[src/rtl/olr_pkg.sv]
package olr_pkg;

    localparam int NIB_W = 4;
    localparam int IO_W  = 2 * NIB_W;
    localparam int SRC_W = $clog2(IO_W);

    typedef enum logic [1:0] {
        ROUTE_LO  = 2'd0,
        ROUTE_HI  = 2'd1,
        ROUTE_DQ  = 2'd2,
        ROUTE_OCT = 2'd3
    } route_e;

    typedef struct packed {
        logic       fsel;
        logic       dual;
        logic       octal;
        logic [1:0] lines;
    } cfg_t;

    typedef struct packed {
        logic             en;
        logic [SRC_W-1:0] src;
    } lane_t;

    localparam cfg_t CFG_RESET = '{fsel: 1'b0, dual: 1'b0, octal: 1'b0, lines: 2'b00};

    function automatic route_e decode_route(cfg_t c);
        if (c.octal)     return ROUTE_OCT;
        else if (c.dual) return ROUTE_DQ;
        else if (c.fsel) return ROUTE_HI;
        else             return ROUTE_LO;
    endfunction

    function automatic int unsigned lane_count(logic [1:0] l);
        case (l)
            2'b00:   return 1;
            2'b01:   return 2;
            default: return NIB_W;
        endcase
    endfunction

    // Source bit of tx_data for pad pin p
    function automatic lane_t tx_route(route_e m, int unsigned w, int unsigned p);
        lane_t r;
        int unsigned nib = p / NIB_W;
        int unsigned k   = p % NIB_W;
        r = '0;
        case (m)
            ROUTE_OCT: begin
                r.en  = 1'b1;
                r.src = SRC_W'(p);
            end
            ROUTE_LO: begin
                r.en  = (nib == 0) && (k < w);
                r.src = SRC_W'(k);
            end
            ROUTE_HI: begin
                r.en  = (nib == 1) && (k < w);
                r.src = SRC_W'(k);
            end
            default: begin
                r.en  = (k < w);
                r.src = SRC_W'(nib * w + k);
            end
        endcase
        return r;
    endfunction

    // Source pad pin for rx_data bit j
    function automatic lane_t rx_route(route_e m, int unsigned w, int unsigned j);
        lane_t r;
        int unsigned dev;
        int unsigned k;
        r = '0;
        if (m == ROUTE_OCT) begin
            r.en  = 1'b1;
            r.src = SRC_W'(j);
        end else begin
            if (m == ROUTE_DQ) begin
                r.en = (j < 2 * w);
                dev  = j / w;
                k    = j % w;
            end else begin
                r.en = (j < w);
                dev  = (m == ROUTE_HI) ? 1 : 0;
                k    = j;
            end
            if (w == 1) r.src = SRC_W'(dev * NIB_W + 1);
            else        r.src = SRC_W'(dev * NIB_W + k);
        end
        return r;
    endfunction

endpackage

[src/rtl/olr_cfg_reg.sv]
module olr_cfg_reg
    import olr_pkg::*;
(
    input  logic clk,
    input  logic rst,
    input  logic busy,
    input  logic we,
    input  cfg_t wr_cfg,
    output cfg_t cfg_q
);

    always_ff @(posedge clk) begin
        if (rst)              cfg_q <= CFG_RESET;
        else if (we && !busy) cfg_q <= wr_cfg;
    end

    AST_CFG_FROZEN: assert property (@(posedge clk) disable iff (rst)
        busy |=> $stable(cfg_q));

    AST_CFG_LOADS: assert property (@(posedge clk) disable iff (rst)
        (we && !busy) |=> (cfg_q == $past(wr_cfg)));

endmodule

[src/rtl/olr_tx_map.sv]
module olr_tx_map
    import olr_pkg::*;
(
    input  logic            clk,
    input  logic            rst,
    input  route_e          mode,
    input  logic [1:0]      lines,
    input  logic [IO_W-1:0] tx_data,
    input  logic            tx_oe,
    output logic [IO_W-1:0] pad_out,
    output logic [IO_W-1:0] pad_oe
);

    for (genvar p = 0; p < IO_W; p++) begin : g_pin
        lane_t r;
        assign r          = tx_route(mode, lane_count(lines), p);
        assign pad_oe[p]  = tx_oe & r.en;
        assign pad_out[p] = tx_oe & r.en & tx_data[r.src];
    end

    AST_LO_CONFINED: assert property (@(posedge clk) disable iff (rst)
        (mode == ROUTE_LO) |-> (pad_oe[IO_W-1:NIB_W] == '0));

    AST_HI_CONFINED: assert property (@(posedge clk) disable iff (rst)
        (mode == ROUTE_HI) |-> (pad_oe[NIB_W-1:0] == '0));

    AST_DQ_SYMMETRIC: assert property (@(posedge clk) disable iff (rst)
        (mode == ROUTE_DQ) |-> (pad_oe[NIB_W-1:0] == pad_oe[IO_W-1:NIB_W]));

    AST_OCT_ALL_LANES: assert property (@(posedge clk) disable iff (rst)
        (mode == ROUTE_OCT && tx_oe) |-> (&pad_oe));

    AST_UNUSED_QUIET: assert property (@(posedge clk) disable iff (rst)
        (pad_out & ~pad_oe) == '0);

    AST_NO_DRIVE_RX: assert property (@(posedge clk) disable iff (rst)
        !tx_oe |-> (pad_oe == '0 && pad_out == '0));

endmodule

[src/rtl/olr_rx_map.sv]
module olr_rx_map
    import olr_pkg::*;
(
    input  logic            clk,
    input  logic            rst,
    input  route_e          mode,
    input  logic [1:0]      lines,
    input  logic [IO_W-1:0] pad_in,
    output logic [IO_W-1:0] rx_data
);

    for (genvar j = 0; j < IO_W; j++) begin : g_bit
        lane_t r;
        assign r          = rx_route(mode, lane_count(lines), j);
        assign rx_data[j] = r.en & pad_in[r.src];
    end

    AST_OCT_RX_STRAIGHT: assert property (@(posedge clk) disable iff (rst)
        (mode == ROUTE_OCT) |-> (rx_data == pad_in));

    AST_NARROW_RX_HIGH_ZERO: assert property (@(posedge clk) disable iff (rst)
        (mode == ROUTE_LO || mode == ROUTE_HI) |-> (rx_data[IO_W-1:NIB_W] == '0));

endmodule

[src/rtl/octal_lane_router.sv]
module octal_lane_router
    import olr_pkg::*;
(
    input  logic            clk,
    input  logic            rst,
    input  logic            busy,
    input  logic            cfg_we,
    input  logic            cfg_fsel,
    input  logic            cfg_dual,
    input  logic            cfg_octal,
    input  logic [1:0]      cfg_lines,
    input  logic [IO_W-1:0] tx_data,
    input  logic            tx_oe,
    input  logic [IO_W-1:0] pad_in,
    output logic [IO_W-1:0] pad_out,
    output logic [IO_W-1:0] pad_oe,
    output logic [IO_W-1:0] rx_data
);

    cfg_t   wr_cfg;
    cfg_t   cfg_q;
    route_e mode;

    assign wr_cfg = '{fsel: cfg_fsel, dual: cfg_dual, octal: cfg_octal, lines: cfg_lines};
    assign mode   = decode_route(cfg_q);

    olr_cfg_reg u_cfg (
        .clk    (clk),
        .rst    (rst),
        .busy   (busy),
        .we     (cfg_we),
        .wr_cfg (wr_cfg),
        .cfg_q  (cfg_q)
    );

    olr_tx_map u_tx (
        .clk     (clk),
        .rst     (rst),
        .mode    (mode),
        .lines   (cfg_q.lines),
        .tx_data (tx_data),
        .tx_oe   (tx_oe),
        .pad_out (pad_out),
        .pad_oe  (pad_oe)
    );

    olr_rx_map u_rx (
        .clk     (clk),
        .rst     (rst),
        .mode    (mode),
        .lines   (cfg_q.lines),
        .pad_in  (pad_in),
        .rx_data (rx_data)
    );

    AST_RESET_NARROW_LOW: assert property (@(posedge clk)
        rst |=> (mode == ROUTE_LO && cfg_q.lines == 2'b00));

endmodule

[config.mk]
export PLATFORM = sky130hd
export DESIGN_NAME = octal_lane_router
export DESIGN_NICKNAME = d
export VERILOG_FILES = /design/src/rtl/olr_pkg.sv /design/src/rtl/olr_cfg_reg.sv /design/src/rtl/olr_tx_map.sv /design/src/rtl/olr_rx_map.sv /design/src/rtl/octal_lane_router.sv
export SDC_FILE = /design/constraint.sdc
export NUM_CORES = 1
export LEC_CHECK = 0
export ABC_CLOCK_PERIOD_IN_PS = 5600
export BUFFER_PORTS_ARGS = -buffer_cell sky130_fd_sc_hd__buf_2
export CORE_ASPECT_RATIO = 0.8
export CORE_MARGIN = 2
export CORE_UTILIZATION = 36
export CTS_CLUSTER_DIAMETER = 60
export DETAILED_ROUTE_END_ITERATION = 6
export GPL_ROUTABILITY_DRIVEN = 0
export PLACE_DENSITY_LB_ADDON = 0.15
export SLEW_MARGIN = 40
export SYNTH_ARGS = -nofsm -noshare
export SYNTH_HDL_FRONTEND = slang
export SYNTH_SLANG_ARGS = --single-unit
[constraint.sdc]
create_clock -name clk -period 5.6 [get_ports clk]
set_input_delay 1.4 -clock clk [delete_from_list [all_inputs] [get_ports clk]]
set_output_delay 1.4 -clock clk [all_outputs]
set_load 0.01 [all_outputs]
== Word level (Yosys, flattened, before mapping) ==
Cells that the tools add are included.

* Eq/ne operators: 5
* Div/mod/pow operators: 16
* Bitwise operators: 24
* Reduce and logical (&&, ||, !) cells: 4
* Mux-type cells: 101
* $lt $le $gt $ge: 32
* $add $sub $neg: 19

{| class="wikitable"
|+ Operators with widths
! cell !! count
|-
| 3-bit by 32-bit divider with 32-bit output (first input constant) || 4
|-
| 3-bit by 32-bit remainder unit with 32-bit output (first input constant) || 4
|-
| 3-bit two-way mux || 24
|-
| 2-bit by 32-bit divider with 32-bit output (first input constant) || 2
|-
| 1-bit by 32-bit < comparator with 1-bit output (first input constant) || 2
|-
| 3-bit by 4-bit < comparator with 1-bit output (second input constant) || 16
|-
| 2-bit by 32-bit remainder unit with 32-bit output (first input constant) || 2
|-
| 1-bit binary-select mux with 3-bit select || 16
|-
| 4-bit one-hot mux with 3 select lines || 4
|-
| 1-bit two-way mux || 42
|-
| 0-bit by 32-bit divider with 32-bit output || 1
|-
| 1-bit by 32-bit divider with 32-bit output (first input constant) || 1
|-
| 0-bit by 32-bit remainder unit with 32-bit output || 1
|-
| 1-bit by 32-bit remainder unit with 32-bit output (first input constant) || 1
|-
| 4-bit two-way mux || 8
|-
| 4-bit one-hot mux with 2 select lines || 4
|-
| 3-bit by 1-bit adder with 3-bit output (second input constant) || 9
|-
| 3-bit adder || 8
|-
| 1-bit AND || 24
|-
| 3-bit by 4-bit < comparator with 1-bit output (first input constant) || 4
|-
| 3-bit < comparator (first input constant) || 4
|-
| 1-bit by 4-bit < comparator with 1-bit output (first input constant) || 2
|-
| 2-bit by 4-bit < comparator with 1-bit output (first input constant) || 2
|-
| 3-bit by 2-bit adder with 3-bit output (second input constant) || 2
|-
| 9 further kinds || 14
|}

* Word-level logic and storage cells: 205
* Bits of input ports: 26
* Register bits after elaboration: 5

== Depth between registers and ports, before layout ==
Gate-level depths: netlist (run 1).

* Depth after elaboration: 13
* Depth in mapped cells: 10

== By module ==
From an unflattened synthesis (run 1), not the netlist that was laid out.

* Cell total of the unflattened synthesis: 183
* Area total of the unflattened synthesis: 1433.9 um^2

{| class="wikitable"
|+ Modules (own cells, without submodules)
! module !! cells an instance !! instances !! seq. area each (um^2) !! area an instance (um^2)
|-
| olr_rx_map || 95 || 1 || 0.0 || 721.9
|-
| olr_tx_map || 64 || 1 || 0.0 || 467.9
|-
| olr_cfg_reg || 21 || 1 || 100.1 || 226.5
|-
| octal_lane_router || 3 || 1 || 0.0 || 17.5
|}

== Worst setup path before layout (run 1) ==
OpenSTA, ideal clock, no wires.

* Kind: input to output
* Start point: input tx_oe
* End point: output pad_out[1]
* Cell stages on the path: 3
* Arrival: 2412 ps
* Path slack: 1788 ps
* Data required time: 4200 ps
* Cells stage by stage: a21boi_0 -> a21boi_0 -> and2_1

* Longest elaborated chain between the ends: 2

{| class="wikitable"
|+ Ends and longest elaborated chain
! item !! line !! RTL
|-
| start, declared || octal_lane_router.sv:13 || <nowiki>input logic tx_oe,</nowiki>
|-
| 1-bit AND || -- ||
|-
| named net pad_oe[1] || octal_lane_router.sv:16 || <nowiki>output logic [IO_W-1:0] pad_oe,</nowiki>
|-
| 1-bit AND || olr_tx_map.sv:18 || <nowiki>assign pad_out[p] = tx_oe & r.en & tx_data[r.src];</nowiki>
|-
| end, declared || octal_lane_router.sv:15 || <nowiki>output logic [IO_W-1:0] pad_out,</nowiki>
|}

The timed path passes the listed nets, and every way through them passes these cells.

== Worst setup path after layout (run 1) ==
* Start point: register, netlist name u_cfg.cfg_q[1]
* End point: output rx_data[1]

* Longest elaborated chain between the ends: 11

{| class="wikitable"
|+ Ends and longest elaborated chain
! item !! line !! RTL
|-
| 2-bit by 1-bit == test with 1-bit output / 2-bit logical NOT (equally long branches) || olr_pkg.sv:36 || <nowiki>case (l)</nowiki>
|-
| 3-bit one-hot mux with 2 select lines * || olr_pkg.sv:36 ||
|-
| 1-bit by 32-bit remainder unit with 32-bit output / 1-bit by 32-bit divider with 32-bit output (equally long branches) || olr_pkg.sv:83, olr_pkg.sv:82 ||
|-
| 3-bit two-way mux / 1-bit two-way mux (equally long branches) || olr_pkg.sv:80 || <nowiki>if (m == ROUTE_DQ) begin</nowiki>
|-
| 3-bit two-way mux / 1-bit two-way mux (equally long branches) || olr_pkg.sv:76 || <nowiki>if (m == ROUTE_OCT) begin</nowiki>
|-
| 3-bit adder / 3-bit by 1-bit adder with 3-bit output (equally long branches) || olr_pkg.sv:90, olr_pkg.sv:89 ||
|-
| 3-bit two-way mux || olr_pkg.sv:89 || <nowiki>if (w == 1) r.src = SRC_W'(dev * NIB_W + 1);</nowiki>
|-
| 4-bit two-way mux * || olr_pkg.sv:76 ||
|-
| 1-bit binary-select mux with 3-bit select || olr_rx_map.sv:15 || <nowiki>assign rx_data[j] = r.en & pad_in[r.src];</nowiki>
|-
| 1-bit two-way mux (not written as such) || olr_rx_map.sv:15 ||
|-
| 1-bit AND * || olr_rx_map.sv:15 ||
|-
| end, declared || octal_lane_router.sv:17 || <nowiki>output logic [IO_W-1:0] rx_data</nowiki>
|}

Every way passes the cells marked *; elsewhere a longest branch is shown, timed or not. The select of a mux whose other input is x is not followed.

==> results of run 1 <==
-- cell type report --
class                           count  area (um2)
Clock buffer                        4       45.04
Fill cell                         325        1605
Inverter                           10       37.54
Multi-Input combinational cell    133       933.4
Sequential cell                     5       101.3
Tap cell                           40       50.05
Timing Repair Buffer               49       245.2
-- routing by layer --
| metal | vias up | share of wire (%) | track usage [%] |
|---|---|---|---|
| met4 | 0 | 0.53 | 6.122 |
| met3 | 2 | 5.2 | 1.674 |
| li1 | 657 | - | - |
| met2 | 39 | 45 | 32.00 |
| met5 | - | 0 | 0 |
| met1 | 649 | 49 | 30.33 |
-- final timing paths --
check            startpoint             end  slack [ns]  cells after the start
max          u_cfg.cfg_q[1]      rx_data[1]        1.08                      9
min          u_cfg.cfg_q[4]  u_cfg.cfg_q[4]        0.68                      2
max reg2reg  u_cfg.cfg_q[3]  u_cfg.cfg_q[3]        4.13                      4
min reg2reg  u_cfg.cfg_q[4]  u_cfg.cfg_q[4]        0.68                      2
-- power by group --
part           total, mW  switching, mW  internal, mW
clock network     0.0660         0.0172        0.0488
logic              0.107         0.0594        0.0479
registers         0.0451        0.00751        0.0376
total              0.218         0.0841         0.134
-- kinds of logic (layout without fill, tap and decap cells) --
group,Yosys count,in the layout
simple gates,61,61
compound gates,46,46
buf+inv,18,63
mux,16,16
fa+ha+maj,9,9
flops,5,5
xor+xnor,1,1
-- worst reg2reg max path, stage by stage (launching register included) --
cell,delay (ns)
dfxtp_1,0.78
inv_1,0.32
nor2_1,0.16
a21oi_1,0.05
nor2_1,0.09
-- layout by cell type (no fill, tap or decap), drive strengths merged, types with 2 or more instances in the layout --
cell type  instances
nor2              21
inv               10
nand2b             4
o21ai              8
ha                 9
mux2               3
and3               3
a21boi             4
buf               49
a31oi              3
nand2             12
mux2i             11
clkbuf             4
mux4               2
a211o              3
nor2b              3
and2               5
nor3               4
a21oi             14
dfxtp              5
nand3              5
==> flow_summary.ini, run 1 <==
[run_status]
status = finished, final reports clean

[sta]
rsz0062_at_grt = no
tightestPinTransition_ns = 0.7230
finalCriticalPeriod_ns = 4.516
setup_ws_ns = 1.084
whs_ns = 0.6782
hold_viol = 0
finalMaxSlewViolations = 0
fin_skew_ns = 0
clock.fmax_mhz = 221.4
fin_crit_sh_pct = 80.64
fin_setup_tns_ns = 0
final-setup-viol-count = 0
relSlewSlack_pct = 51.73

[synthesis]
ys_ff_latch = 5
synth_compound_gate_area_share_pct = 27.50
synth_fa_ha_area_share_pct = 10.10
synthArstFlopShare_pct = 0
synth_top_family_by_area = compound AO/OA/AOI/OAI gates
netlist_instances = 156
synthTopCellsByCount = nor2_1, a21oi_1, nand2_1
netlist_top_cells_area = ha_1, mux2i_1, dfxtp_1, nor2_1, a21oi_1
synth_seq_area_share_pct = 8.979
yosys_most_used_dff = dfxtp_1
ys_types = 44
synthesis.area_mm2 = 0.001115
synth_top_area_share_pct = 10.10
ys_warn_count = 0
yosysMostFrequentCell = nor2_1
synth-edff-count = 0
synth_xor_xnor_area_share_pct = 1.459
avgSynthCellArea_um2 = 7.146
syn_nets = 191
yosys.area.top_type = ha_1
yosys.area_share.simple_pct = 27.27
synthMuxAreaShare_pct = 16.95

[cts]
cts_resized = 0
clk_latency_ns = 0.22
tritoncts = yes
cts_buffers = 3
htreeDepth = 1
clock_path_buffers = 2
cts.clk_slew.worst_paths_ns = 0.04
cts_hold_buffers = 0
clock-root-buffer = clkbuf_8
cts_sinks = 5
post_cts_buffers = 0

[final_layout]
largest_reg_flops = 5
diodes = 0
final_area_mm2 = 0.001413
stdcell_count = 241
final_layout_size_suffix_gt1_share_pct = 31.84
final_util_pct = 46.81
areaGrowthSynthToFinish_pct = 26.71
regMostFlops = u_cfg.cfg_q
reg_top3 = u_cfg.cfg_q (5)
nNetsFinal = 237

[setup_path]
path_cells = or2_1, ha_1, inv_1, ha_1, o41ai_1, a311oi_1, mux2i_1, a21oi_1, buf_2
cp.arrival_ns = 3.12
crit_top_cell = ha_1
critPathKind = register to output pin
critPathLaunchType = register
crit_slowest_cell = dfxtp_1
endpoint_kind = output pin
crit_required_ns = 4.20
cpLargestDelayFamily = compound AO/OA/AOI/OAI gates
crit_fanout = 11
critPathMaxStageDelay_ns = 0.57
worst-path-buf-inv = 2

[detailed_routing]
vias_per_cell = 5.589
antenna_left = 0
drc = 0
vias = 1347
wire_per_inst_um = 14.79
wirelength_mm = 3.565
drt_iter0_markers = 91
firstDrtPassIters = 4

[placement]
portBuffers = 49
place_worst_setup_slack_ns = 1.381
placed_area_mm2 = 0.001361
hpwlAfterDp_mm = 2.807
place_inst = 237

[hold_path]
hold_class = register to register

[floorplan]
die_x_um = 66.22
core_area_mm2 = 0.003018
fp.dieArea_mm2 = 0.003561
io-pin-count = 50
rows = 18
start_util_pct = 36.94
die_y_um = 53.78

[pwr]
finalPower_mw = 0.2184
irDropWorstVdd_uv = 75.86
powerDensity_mw_per_mm2 = 154.6
cellLeakagePower_nw = 0.6927

[global_routing]
grt_pass1_wl_mm = 5.623
grt_overflow = 0
antenna_found_initial = 0
grt_max_degree = 23
grt.total_usage_pct = 20.59
grt_pass1_vias = 1183

[run]
cap_violations = 0
(Power assumes the default switching activity.)
==> run 2, diff against run 1 <==
- ABC_AREA: default -> 1
- ABC_CLOCK_PERIOD_IN_PS: 5600 -> 3610
- clock period: 5.6 -> 3.61 ns (I/O delays scaled with it)
==> run 2 against run 1 <==
Effect of this change: synthesized cell count up 42%; clock-buffer cell count unchanged; register-to-register slack worse by 1.5 ns; area after synthesis up 11%; clock skew unchanged; core utilization up 1.4 points; total power up 110%; die area up 11%; sequential power up 45%; via count up 17%; first-iteration DRC count down 1.1%; critical path type unchanged; critical endpoint unchanged; largest cell class unchanged; largest power group unchanged.
==> flow_summary.ini, run 2 <==
[synthesis]
yosys.area.top_type = nand2_1
synthArstFlopShare_pct = 0
yosys_most_used_dff = dfxtp_1
synth-edff-count = 0
ys_warn_count = 0
synth_seq_area_share_pct = 8.065
synthesis.area_mm2 = 0.001241
ys_ff_latch = 5
synthMuxAreaShare_pct = 0
synth_fa_ha_area_share_pct = 10.08
synthTopCellsByCount = nand2_1, nor2_1, inv_1
yosys.area_share.simple_pct = 38.10
synth_compound_gate_area_share_pct = 29.54
netlist_instances = 222
avgSynthCellArea_um2 = 5.591
yosysMostFrequentCell = nand2_1
synth_top_family_by_area = simple AND/OR/NAND/NOR gates
synth_top_area_share_pct = 11.19
synth_xor_xnor_area_share_pct = 0
netlist_top_cells_area = nand2_1, ha_1, nor2_1, inv_1, dfxtp_1
syn_nets = 258
ys_types = 33

[cts]
htreeDepth = 1
clk_latency_ns = 0.22
cts_hold_buffers = 0
clock-root-buffer = clkbuf_8
post_cts_buffers = 0
cts_sinks = 5
clock_path_buffers = 2
cts.clk_slew.worst_paths_ns = 0.03
tritoncts = yes
cts_buffers = 3

[pwr]
powerDensity_mw_per_mm2 = 286.1
switchingPower_mw = 0.2195
cellLeakagePower_nw = 0.8626
sw_frac_of_total_pct = 47.16
finalPower_mw = 0.4654
seqPwrFrac_pct = 14.0
p_comb_share_pct = 63.4
pwr-share-clk_pct = 22.6
irDropWorstVdd_uv = 205.9
internal_power_mw = 0.2459

[sta]
clock.fmax_mhz = 298.1
hold_viol = 0
finalMaxSlewViolations = 0
fin_skew_ns = 0
relSlewSlack_pct = 71.86
finalCriticalPeriod_ns = 3.354
fin_crit_sh_pct = 92.91
tightestPinTransition_ns = 0.4114
final-setup-viol-count = 0
fin_setup_tns_ns = 0
rsz0062_at_grt = no

[setup_path]
critPathLaunch = u_cfg.cfg_q[0]
rr_endpoint = u_cfg.cfg_q[2]
crit_slowest_cell = dfxtp_1
crit_top_cell = nand2_1
cp.depth = 20
r2r_start = u_cfg.cfg_q[2]
reg2regPathDepth = 2
critPathKind = register to output pin
critPathMaxStageDelay_ns = 0.35
endpoint_kind = output pin
cp.arrival_ns = 2.45
cpLargestDelayFamily = simple AND/OR/NAND/NOR gates
crit_fanout = 7
crit_end = rx_data[1]
path_cells = inv_2, nor2_2, inv_1, ha_4, inv_2, buf_6, ha_1, inv_1, nand2_1, inv_1, a21oi_1, nand2_1, nand3_1, nor2_1, nand2_1, nand2_2, nand3_1, nand2_1, nor2_1, buf_2
crit_required_ns = 2.71
reg2reg_slack_ns = 2.67
worst-path-buf-inv = 7
critPathLaunchType = register

[final_layout]
final_util_pct = 48.18
final_layout_size_suffix_gt1_share_pct = 30.43
areaGrowthSynthToFinish_pct = 31.05
layout_common_cells = buf_2, nand2_1, nor2_1
largest_reg_flops = 5
diodes = 0
fillers = 404
stdcell_count = 318
mostFrequentLayoutCell = buf_2
reg_top3 = u_cfg.cfg_q (5)
nNetsFinal = 313
regMostFlops = u_cfg.cfg_q

[global_routing]
antenna_found_initial = 0
grt_max_degree = 16
grt_pass1_wl_mm = 6.230
grt.total_usage_pct = 19.42
grt_overflow = 0
grt_pass1_vias = 1403

[floorplan]
die_y_um = 56.52
io-pin-count = 50
fp.dieArea_mm2 = 0.003937
start_util_pct = 36.77
die_x_um = 69.65
core_area_mm2 = 0.003376
rows = 19

[detailed_routing]
vias_per_cell = 4.975
drc = 0
wirelength_mm = 3.867
drt_iter0_markers = 90
vias = 1582
antenna_left = 0
wire_per_inst_um = 12.16
firstDrtPassIters = 4

[placement]
portBuffers = 49
hpwlAfterDp_mm = 3.169
place_inst = 314

[run]
cap_violations = 0

[run_status]
status = finished, final reports clean

[hold_path]
hold_class = register to register
run 2: cell types whose count changed after synthesis, sizes merged, moves of 5 or more:
cell / previous run / this run
inv: 10 / 40
and2: 5 / 0
a211oi: 1 / 8
nor2: 21 / 40
mux2i: 11 / 0
o21ai: 8 / 24
nand2: 12 / 40
run 2: worst register-to-register path: stages, from the launching register on:
cell and delay [ns]:
dfxtp_1 0.51, inv_2 0.11, a211oi_1 0.23
run 2: metrics by stage:
step / hold slack (ns) / cell area, um2 / setup slack, ns
6_report: 0.5760 / 1627 / 0.2560
3_3_place_gp: 0.5455 / 1539 / 0.3187
3_5_place_dp: 0.5400 / 1539 / 0.2090
5_1_grt: 0.6128 / 1627 / 0.01390
2_1_floorplan: 0.5091 / 1241 / 0.3583
4_1_cts: 0.5445 / 1587 / 0.01167
run 2: area by class of cell:
class / count / area, um2 / area share (%)
clock buffers: 4 / 45.04 / 2.769
inverters: 41 / 153.9 / 9.462
multi-input cells: 174 / 1002 / 61.62
flip-flops and latches: 5 / 101.3 / 6.231
well taps: 42 / 52.55 / 3.231
repair buffers: 52 / 271.5 / 16.69
run 2: power by group through the flow:
stage	logic (mW)	registers (mW)	clock network (mW)
3_3_place_gp	0.283	0.0657	0
3_5_place_dp	0.282	0.0657	0
6_report	0.295	0.0653	0.105
4_1_cts	0.283	0.0649	0.108
5_1_grt	0.330	0.0657	0.113
2_1_floorplan	0.197	0.0647	0
run 2: per-layer routing:
metal	share of wire [%]	vias to the layer above	track usage [%]	wire length [um]
met5	0	-	0	0
met4	0.78	0	5.769	30
met3	6.9	4	1.257	266
met2	43	59	31.04	1648
met1	50	668	28.12	1922
li1	-	851	-	-
run 2: worst min-delay path by stage:
stage	start	to	depth (start not counted)
floorplan	u_cfg.cfg_q[0]	u_cfg.cfg_q[0]	2
global placement	u_cfg.cfg_q[0]	u_cfg.cfg_q[0]	2
detailed placement	u_cfg.cfg_q[0]	u_cfg.cfg_q[0]	2
CTS	u_cfg.cfg_q[0]	u_cfg.cfg_q[0]	2
global route	u_cfg.cfg_q[0]	u_cfg.cfg_q[0]	2
finish	u_cfg.cfg_q[0]	u_cfg.cfg_q[0]	2
run 2: repair_timing:
item,CTS,global route
pin swaps,0,1
resized for setup,1,8
setup endpoints to repair,2,2
run 2: cell families after synthesis:
| group | after synthesis |
|---|---|
| AOI/OAI and AO/OA | 61 |
| adders and majority gates | 10 |
| buffers and inverters | 43 |
| DFF | 5 |
| and+or+nand+nor | 103 |
==> run 3, diff against run 2 <==
- ABC_AREA: 1 -> 0
==> run 3 against run 2 <==
Effect of this change: maximum frequency up 0.34%; core utilization up 0.41 points; register-to-register slack worse by 0.37 ns; highest routed layer unchanged; critical path type unchanged; non-clock buffer count up 3; critical endpoint is now rx_data[0]; via count down 15%.
==> flow_summary.ini, run 3 (synthesis results as in run 1) <==
[placement]
placed_area_mm2 = 0.001406
place_inst = 243
portBuffers = 49
place_worst_setup_slack_ns = 0.3585
hpwlAfterDp_mm = 2.887

[cts]
cts_hold_buffers = 0
clock-root-buffer = clkbuf_8
clk_latency_ns = 0.23
cts_buffers = 3
tritoncts = yes
clock_path_buffers = 2
cts.clk_slew.worst_paths_ns = 0.04
htreeDepth = 1
cts_sinks = 5

[sta]
relSlewSlack_pct = 56.33
tightestPinTransition_ns = 0.6542
hold_viol = 0
whs_ns = 0.5664
final-setup-viol-count = 0
fin_skew_ns = 0
setup_ws_ns = 0.2674
fin_setup_tns_ns = 0
clock.fmax_mhz = 299.2
fin_crit_sh_pct = 92.59
finalMaxSlewViolations = 0
rsz0062_at_grt = no
finalCriticalPeriod_ns = 3.343

[floorplan]
die_y_um = 53.78
start_util_pct = 36.94
io-pin-count = 50
fp.dieArea_mm2 = 0.003561
core_area_mm2 = 0.003018
rows = 18
die_x_um = 66.22

[final_layout]
final_area_mm2 = 0.001466
regMostFlops = u_cfg.cfg_q
areaGrowthSynthToFinish_pct = 31.54
final_layout_size_suffix_gt1_share_pct = 34.30
largest_reg_flops = 5
diodes = 0
layout_common_cells = buf_2, nor2_1, a21oi_1
final_util_pct = 48.59
stdcell_count = 247
reg_top3 = u_cfg.cfg_q (5)
mostFrequentLayoutCell = buf_2
nNetsFinal = 243

[setup_path]
crit_required_ns = 2.71
endpoint_kind = output pin
critPathKind = register to output pin
crit_fanout = 8
critPathLaunchType = register
cp.arrival_ns = 2.44

[detailed_routing]
antenna_left = 0
drc = 0
firstDrtPassIters = 4
wire_per_inst_um = 14.52
drt_iter0_markers = 53
wirelength_mm = 3.586
vias = 1349
vias_per_cell = 5.462

[pwr]
cellLeakagePower_nw = 0.7260
powerDensity_mw_per_mm2 = 240.0
finalPower_mw = 0.3520
irDropWorstVdd_uv = 107.6

[hold_path]
hold_class = register to register

[run]
cap_violations = 0

[run_status]
status = finished, final reports clean

[global_routing]
grt_pass1_wl_mm = 5.733
grt_max_degree = 16
grt.total_usage_pct = 21.35
antenna_found_initial = 0
grt_overflow = 0
grt_pass1_vias = 1233
## run 3: timing repair
item / in CTS / in global routing
buffers inserted: 0 / 0
gates resized for setup: 0 / 2
setup endpoints to repair: 0 / 2
## run 3: final timing paths
| path | startpoint | to | slack, ns | depth (start not counted) |
|---|---|---|---|---|
| worst max-delay path | u_cfg.cfg_q[1] | rx_data[0] | 0.27 | 10 |
| worst min-delay path | u_cfg.cfg_q[1] | u_cfg.cfg_q[1] | 0.57 | 2 |
| worst max register to register | u_cfg.cfg_q[2] | u_cfg.cfg_q[2] | 2.30 | 4 |
| worst min register to register | u_cfg.cfg_q[1] | u_cfg.cfg_q[1] | 0.57 | 2 |
## run 3: metal layers
metal  wire (um)  part of all wire [%]  vias up  global-route usage, %
met3         194                   5.4        2                  2.720
met4          16                  0.45        0                  5.782
li1            -                     -      671                      -
met5           0                     0        -                      0
met1        1755                    49      641                  30.58
met2        1620                    45       35                  33.83
## run 3: final cells by class
| cell class | count | area (um2) |
|---|---|---|
| sequential | 5 | 100.1 |
| fill | 323 | 1551 |
| timing repair buffer | 55 | 290.3 |
| multi-input combinational | 133 | 943.4 |
| clock buffer | 4 | 45.04 |
| tap | 40 | 50.05 |
| inverter | 10 | 37.54 |
## run 3: critical path: stages, from the launching register on
cell,delay [ns]
dfxtp_1,0.37
buf_4,0.19
nand2b_1,0.14
ha_2,0.25
inv_1,0.11
ha_1,0.20
o41ai_2,0.38
nor3_1,0.11
a211oi_1,0.20
a211o_1,0.14
buf_2,0.12
## run 3: report_power, final
group	switching (mW)	internal (mW)
clock network	0.0328	0.0762
logic	0.0983	0.0804
registers	0.00606	0.0582
